==> config.mk <==
export PLATFORM = sky130hd
export DESIGN_NAME = chip_select_decoder
export DESIGN_NICKNAME = d
export VERILOG_FILES = /design/src/rtl/csdec_pkg.sv /design/src/rtl/cs_region_match.sv /design/src/rtl/cs_datapath.sv /design/src/rtl/cs_control.sv /design/src/rtl/chip_select_decoder.sv
export SDC_FILE = /design/constraint.sdc
export NUM_CORES = 1
export LEC_CHECK = 0
export BUFFER_PORTS_ARGS = -buffer_cell sky130_fd_sc_hd__buf_2
export CAP_MARGIN = 25
export CORE_AREA = 2 2 39 41
export CTS_CLUSTER_DIAMETER = 100
export CTS_CLUSTER_SIZE = 20
export DETAILED_ROUTE_END_ITERATION = 8
export DIE_AREA = 0 0 41 43
export PLACE_DENSITY_LB_ADDON = 0.3
export SLEW_MARGIN = 20
export SYNTH_ARGS = -nofsm -noshare
export SYNTH_HDL_FRONTEND = slang
export SYNTH_HIERARCHICAL = 1
export SYNTH_SLANG_ARGS = --single-unit
==> constraint.sdc <==
create_clock -name clk -period 2 [get_ports clk]
set_input_delay 0.4 -clock clk [delete_from_list [all_inputs] [get_ports clk]]
set_output_delay 0.4 -clock clk [all_outputs]
set_load 0.02 [all_outputs]
==> src/rtl/csdec_pkg.sv <==
package csdec_pkg;
  localparam int ADDR_W  = 24;
  localparam int NUM_DEV = 4;
  localparam int DEV_ROM = 0;
  localparam int DEV_RAM = 1;
  localparam int DEV_IN  = 2;
  localparam int DEV_OUT = 3;

  // Bits that take part in each device's compare, and the value they must hold
  localparam logic [ADDR_W-1:0] DEV_MASK  [NUM_DEV] = '{24'hFF0000, 24'hF00000, 24'hF000FF, 24'hF00000};
  localparam logic [ADDR_W-1:0] DEV_MATCH [NUM_DEV] = '{24'h040000, 24'hA00000, 24'hF00000, 24'h100000};

  // Active-high control strobes from control to datapath/top
  typedef struct packed {
    logic romCs;
    logic romOe;
    logic ramCs;
    logic ramOe;
    logic ramWe;
    logic inOe;
    logic outWr;
    logic errSet;
  } ctrlT;
endpackage

==> src/rtl/cs_region_match.sv <==
module cs_region_match #(
  parameter int W = 24,
  parameter logic [W-1:0] MASK  = '0,
  parameter logic [W-1:0] VALUE = '0
) (
  input  logic [W-1:0] addr,
  output logic         hit
);
  assign hit = ((addr & MASK) == VALUE);
endmodule

==> src/rtl/cs_datapath.sv <==
module cs_datapath
  import csdec_pkg::*;
#(
  parameter bit ERR_EN = 1'b1
) (
  input  logic              clk,
  input  logic              rst,
  input  logic [ADDR_W-1:0] addr,
  input  ctrlT              ctrl,
  output logic [NUM_DEV-1:0] hit,
  output logic              errFlag
);
  for (genvar d = 0; d < NUM_DEV; d++) begin : g_match
    cs_region_match #(.W(ADDR_W), .MASK(DEV_MASK[d]), .VALUE(DEV_MATCH[d])) u_match (
      .addr(addr),
      .hit (hit[d])
    );
  end

  if (ERR_EN) begin : g_err
    logic errQ;
    always_ff @(posedge clk) begin
      if (rst) errQ <= 1'b0;
      else     errQ <= errQ | ctrl.errSet;
    end
    assign errFlag = errQ;

    assert_err_set_R9: assert property (@(posedge clk) disable iff (rst)
      ctrl.errSet |=> errFlag);
    assert_err_sticky_R9: assert property (@(posedge clk) disable iff (rst)
      errFlag |=> errFlag);
  end else begin : g_noerr
    assign errFlag = 1'b0;
  end
endmodule

==> src/rtl/cs_control.sv <==
module cs_control
  import csdec_pkg::*;
(
  input  logic               clk,
  input  logic               rst,
  input  logic [NUM_DEV-1:0] hit,
  input  logic               rdN,
  input  logic               wrN,
  output ctrlT               ctrl
);
  logic rdOnly, wrOnly, anyStrobe;

  always_comb begin
    rdOnly    = !rdN && wrN;
    wrOnly    = rdN && !wrN;
    anyStrobe = !rdN || !wrN;
    ctrl.romCs  = hit[DEV_ROM] && rdOnly;
    ctrl.romOe  = hit[DEV_ROM] && rdOnly;
    ctrl.ramCs  = hit[DEV_RAM] && (rdOnly || wrOnly);
    ctrl.ramOe  = hit[DEV_RAM] && rdOnly;
    ctrl.ramWe  = hit[DEV_RAM] && wrOnly;
    ctrl.inOe   = hit[DEV_IN]  && rdOnly;
    ctrl.outWr  = hit[DEV_OUT] && wrOnly;
    ctrl.errSet = anyStrobe && (hit == '0);
  end

  assert_idle_quiet_R6: assert property (@(posedge clk) disable iff (rst)
    (rdN && wrN) |-> (ctrl[7:1] == '0));
  assert_both_low_quiet_R7: assert property (@(posedge clk) disable iff (rst)
    (!rdN && !wrN) |-> (ctrl[7:1] == '0));
  assert_rom_no_write_R2: assert property (@(posedge clk) disable iff (rst)
    !wrN |-> (!ctrl.romCs && !ctrl.romOe));
  assert_single_device_R8: assert property (@(posedge clk) disable iff (rst)
    $onehot0({ctrl.romCs, ctrl.ramCs, ctrl.inOe, ctrl.outWr}));
endmodule

==> src/rtl/chip_select_decoder.sv <==
module chip_select_decoder
  import csdec_pkg::*;
#(
  parameter bit ERR_EN = 1'b1
) (
  input  logic              clk,
  input  logic              rst,
  input  logic [ADDR_W-1:0] addr,
  input  logic              rdN,
  input  logic              wrN,
  output logic              romCsN,
  output logic              romOeN,
  output logic              ramCsN,
  output logic              ramOeN,
  output logic              ramWeN,
  output logic              inOeN,
  output logic              outWrN,
  output logic              errFlag
);
  ctrlT               ctrl;
  logic [NUM_DEV-1:0] hit;

  cs_datapath #(.ERR_EN(ERR_EN)) u_dp (
    .clk(clk), .rst(rst), .addr(addr), .ctrl(ctrl), .hit(hit), .errFlag(errFlag)
  );

  cs_control u_ctl (
    .clk(clk), .rst(rst), .hit(hit), .rdN(rdN), .wrN(wrN), .ctrl(ctrl)
  );

  assign romCsN = !ctrl.romCs;
  assign romOeN = !ctrl.romOe;
  assign ramCsN = !ctrl.ramCs;
  assign ramOeN = !ctrl.ramOe;
  assign ramWeN = !ctrl.ramWe;
  assign inOeN  = !ctrl.inOe;
  assign outWrN = !ctrl.outWr;

  assert_ram_we_only_write_R3: assert property (@(posedge clk) disable iff (rst)
    (!ramWeN) |-> (!wrN && rdN && addr[23:20] == 4'hA));
endmodule

==> Word level (Yosys, flattened, before mapping) <==
Index checks and enable logic that the tools add are counted.
Widths: inputs -> output; s select.
{ "word_totals": {"reg_bits": 1, "latch_bits": 0, "ramBits": 0, "romBits": 0, "input_bits": 28, "wordCells": 26, "memories": 0} }
{ "classes": {"add_sub_neg": 0, "multipliers": 0, "div_mod_pow": 0, "magnitude_cmp": 0, "n_eq_ne": 4, "shift": 0, "muxes": 0, "n_bitwise": 1, "reduce_logical": 20} }
{ "op_table": {"columns": ["cell", "count"], "rows": [
  ["$eq 12x12->1 const B", 1],
  ["$logic_and 1x1->1", 9],
  ["$eq 8x3->1 const B", 1],
  ["$logic_not 1->1", 8],
  ["$eq 4x1->1 const B", 1],
  ["$eq 4x4->1 const B", 1],
  ["$logic_not 4->1", 1],
  ["$logic_or 1x1->1", 2],
  ["$or 1x1->1", 1]
]} }

==> Logic depth before layout (Yosys ltp) <==
{ "logic_depth": {"ltp_word": 5, "depth_mapped": 5, "ltp_nobuf": 5} }

==> By module <==
The synthesis kept the hierarchy.
{ "modules_own_cells": {"columns": ["mod", "n_inst", "cells_each", "area_each_um2"], "rows": [
  ["cs_control", 1, 14, 101.3],
  ["cs_region_match (u_dp.g_match[2].u_match)", 1, 4, 36.3],
  ["cs_datapath", 1, 2, 30.0],
  ["chip_select_decoder", 1, 7, 26.3],
  ["cs_region_match (u_dp.g_match[0].u_match)", 1, 3, 20.0],
  ["cs_region_match (u_dp.g_match[3].u_match)", 1, 1, 15.0],
  ["cs_region_match (u_dp.g_match[1].u_match)", 1, 1, 12.5]
]} }

==> Worst setup path before layout <==
No wires, ideal clock.
{ "synth_path": {"path_type": "input -> output", "start": "input addr[1]", "end": "output inOeN", "arrival_ps": 1332, "t_required_ps": 1600, "setup_slack_ps": 268, "cell_stages": 4, "cell_sequence": "or4_1 -> nor3_2 -> and2_1 -> inv_1"} }
{ "synth_rtl": {"columns": ["element", "line", "source"], "rows": [
  ["from (decl)", "chip_select_decoder.sv:8", "input logic [ADDR_W-1:0] addr,"],
  ["to (decl)", "chip_select_decoder.sv:16", "output logic inOeN,"]
]} }

==> impl_results.md <==
- Commonest non-fill, non-tap cells in the layout: 25 x buf_2, 9 x inv_1, 5 x and2_1, 3 x ha_1
- Initial antenna violation count: 0
- Outcome: finished, final reports clean
- Routed wirelength normalized by instance count: 8.35 µm
- Final RePlAce weighted congestion: approximately 0.65
- Worst Path Max Fanout: 2
- Startpoint types: primary input
- P&R area growth vs syn: 75.1%
- Unrepaired setup endpoints after global routing: no
- Die outline width: 41 µm
- Top area cells in the synthesized netlist: ha_1 16%, inv_1 14%, and2_1 13%
- Final global-route overflow total: 0
- Detailed Routing Iterations Pass 1: 1
- Top-Level Pins: 36
- Final count of pins violating max slew: 0
- Setup Crit Path Kind: primary input to primary output
- Slowest cell on the critical path: or4b_4
- Setup TNS: 0 ps
- Power per standard cell area: 160 nW/µm²
- Clk Latency, worst-skew pair: 0 ps
- Final min period: about 1900 ps
- Synthesis Warnings: 6
- Initial DRC Count: 0
- Worst clock skew: 0 ps
- Die extent in y: roughly 43 µm
- Kind of capture point of the worst setup path: primary output
- Cell taking the most area after synthesis: ha_1
- Via density per instance: slightly below 4
- Share of layout cells above drive strength 1: around 56%
- Seq/Total Area, Yosys: approximately 8.3%
- Diodes inserted: 0
- Layout Nets: 92
- Critical path cell sequence: buf_6, or4b_4, nor3_4, and2_1, inv_1, buf_6
- Share of the synthesized area in the top cell type: about 16%
- Cell count after synthesis: 32
- Static leakage: ~0.22 nW
- Antenna viol nets, final: 0
- Wire length of the first global-routing pass: approximately 900 µm
- Total via count after detailed routing: ~300
- Fmax: ~520 MHz
- HPWL after DPL: 541 µm
- Worst EP required: 1600 ps
- Final standard cell area without fillers: ~420 µm²
- Initial core utilization: approximately 17%
- Number of buffers inserted by port buffering: 27
- Dominant cell type by count on the critical path: buf_6
- Cell row count: 14
- Seq cells post-synth: 1
- Vias in the first global route: 224
- Cell area reported after detailed placement: roughly 390 µm²
- Flip-flop count of the largest register after layout: 1
- Drc violations: 0
- Max-cap check violation count: 0
- Die area: 1760 µm²
- Worst slew margin relative to its limit: 85.2%
- Max incr delay on CP: around 530 ps
- Critical path arrival: roughly 1500 ps
- Aggregate global-route resource usage: 6.70%
- Clock transition at the registers of the reported paths: 0 ps
- Maximum number of pins on one net before global-route repair: 5
- Synth Net Count: 63
- Post-synthesis average cell area: around 7.5 µm²
- Tightest Pin Transition: about 220 ps
- Filler Cells Inserted: ~160
- Core region area: roughly 1400 µm²
- Most frequent standard cell in the layout excluding fill and tap cells: buf_2
- WL final: between 600 and 700 µm
- Post-synthesis instance area: 241 µm²
- Worst-case vdd ir drop: around 0.00013 V
- Final critical-path share of the clock period: between 90 and 100%
- Worst hold path type: flip-flop to flip-flop
- Final number of hold-violating endpoints: 0
- Count of unique library cells instantiated by Yosys: 16
- Final count of negative-setup-slack endpoints: 0
==> synthesized netlist by cell type, drive strengths merged <==
library cell  n
inv           9
and2          5
ha            3
nor2          2
or4           2
and4b         1
and4bb        1
buf           1
dfxtp         1
nand4b        1
nor2b         1
nor3          1
nor4          1
nor4b         1
o21ba         1
or4b          1
==> per-layer routing <==
layer	routed length (µm)	track usage, %	part of all wire (%)
met3	57	1.05	9.1
met5	0	0	0
met2	309	10.9	49
met1	258	9.52	41
met4	0	0	0
==> final timing paths <==
| kind | slack (ps) | start | depth (start not counted) | end |
|---|---|---|---|---|
| worst max register to register | 1440 | u_dp/errFlag$_SDFF_PP0_ | 1 | u_dp/errFlag$_SDFF_PP0_ |
| worst max-delay path | 70 | addr[2] | 6 | inOeN |
| worst min register to register | 450 | u_dp/errFlag$_SDFF_PP0_ | 1 | u_dp/errFlag$_SDFF_PP0_ |
| worst min-delay path | 450 | u_dp/errFlag$_SDFF_PP0_ | 1 | u_dp/errFlag$_SDFF_PP0_ |
==> cells by family after synthesis <==
kind of cell / share of synthesized area (%)
AND/OR/NAND/NOR: 54.9
buffers and inverters: 17.1
adder cells (fa/ha/maj): 15.5
AO/OA/AOI/OAI: 4.15
flip-flops: 8.29
==> layout make-up <==
| cell class | count | area, µm² | area share (%) |
|---|---|---|---|
| sequential | 1 | 20.0 | 4.73 |
| timing repair buffer | 28 | 155 | 36.7 |
| inverter | 9 | 33.8 | 7.99 |
| tap | 16 | 20.0 | 4.73 |
| multi-input combinational | 21 | 194 | 45.9 |
==> worst max-delay path: cells and delay by family <==
| family | cells | cell delay, ps |
|---|---|---|
| AND/OR/NAND/NOR | 3 | 880 |
| buffers and inverters | 3 | 250 |
==> power by group <==
group / internal, mW / total (mW) / switching [mW]
sequential: 0.0221 / 0.0228 / 0.000723
clock: 0 / 0 / 0
combinational: 0.0253 / 0.0449 / 0.0197
total: 0.0473 / 0.0677 / 0.0204
==> through the flow <==
stage,utilization (%),power (mW),instances,setup WS [ps],hold slack (ps)
detailed placement,28.1,0.0647,74,13.1,448
global placement,28.1,0.0639,74,20.4,443
floorplan,-,0.0387,32,268,567
finish,30.6,0.0677,75,66.9,446
CTS,28.1,0.0651,74,16.0,449
global route,30.6,0.0737,75,8.67,474
==> repair_timing <==
action / CTS / global route
buffers inserted: 0 / 1
endpoints found under the setup margin: 0 / 1
gates resized for setup: 0 / 6
hold buffers: 0 / 0
Power figures use the tool's default switching activity.
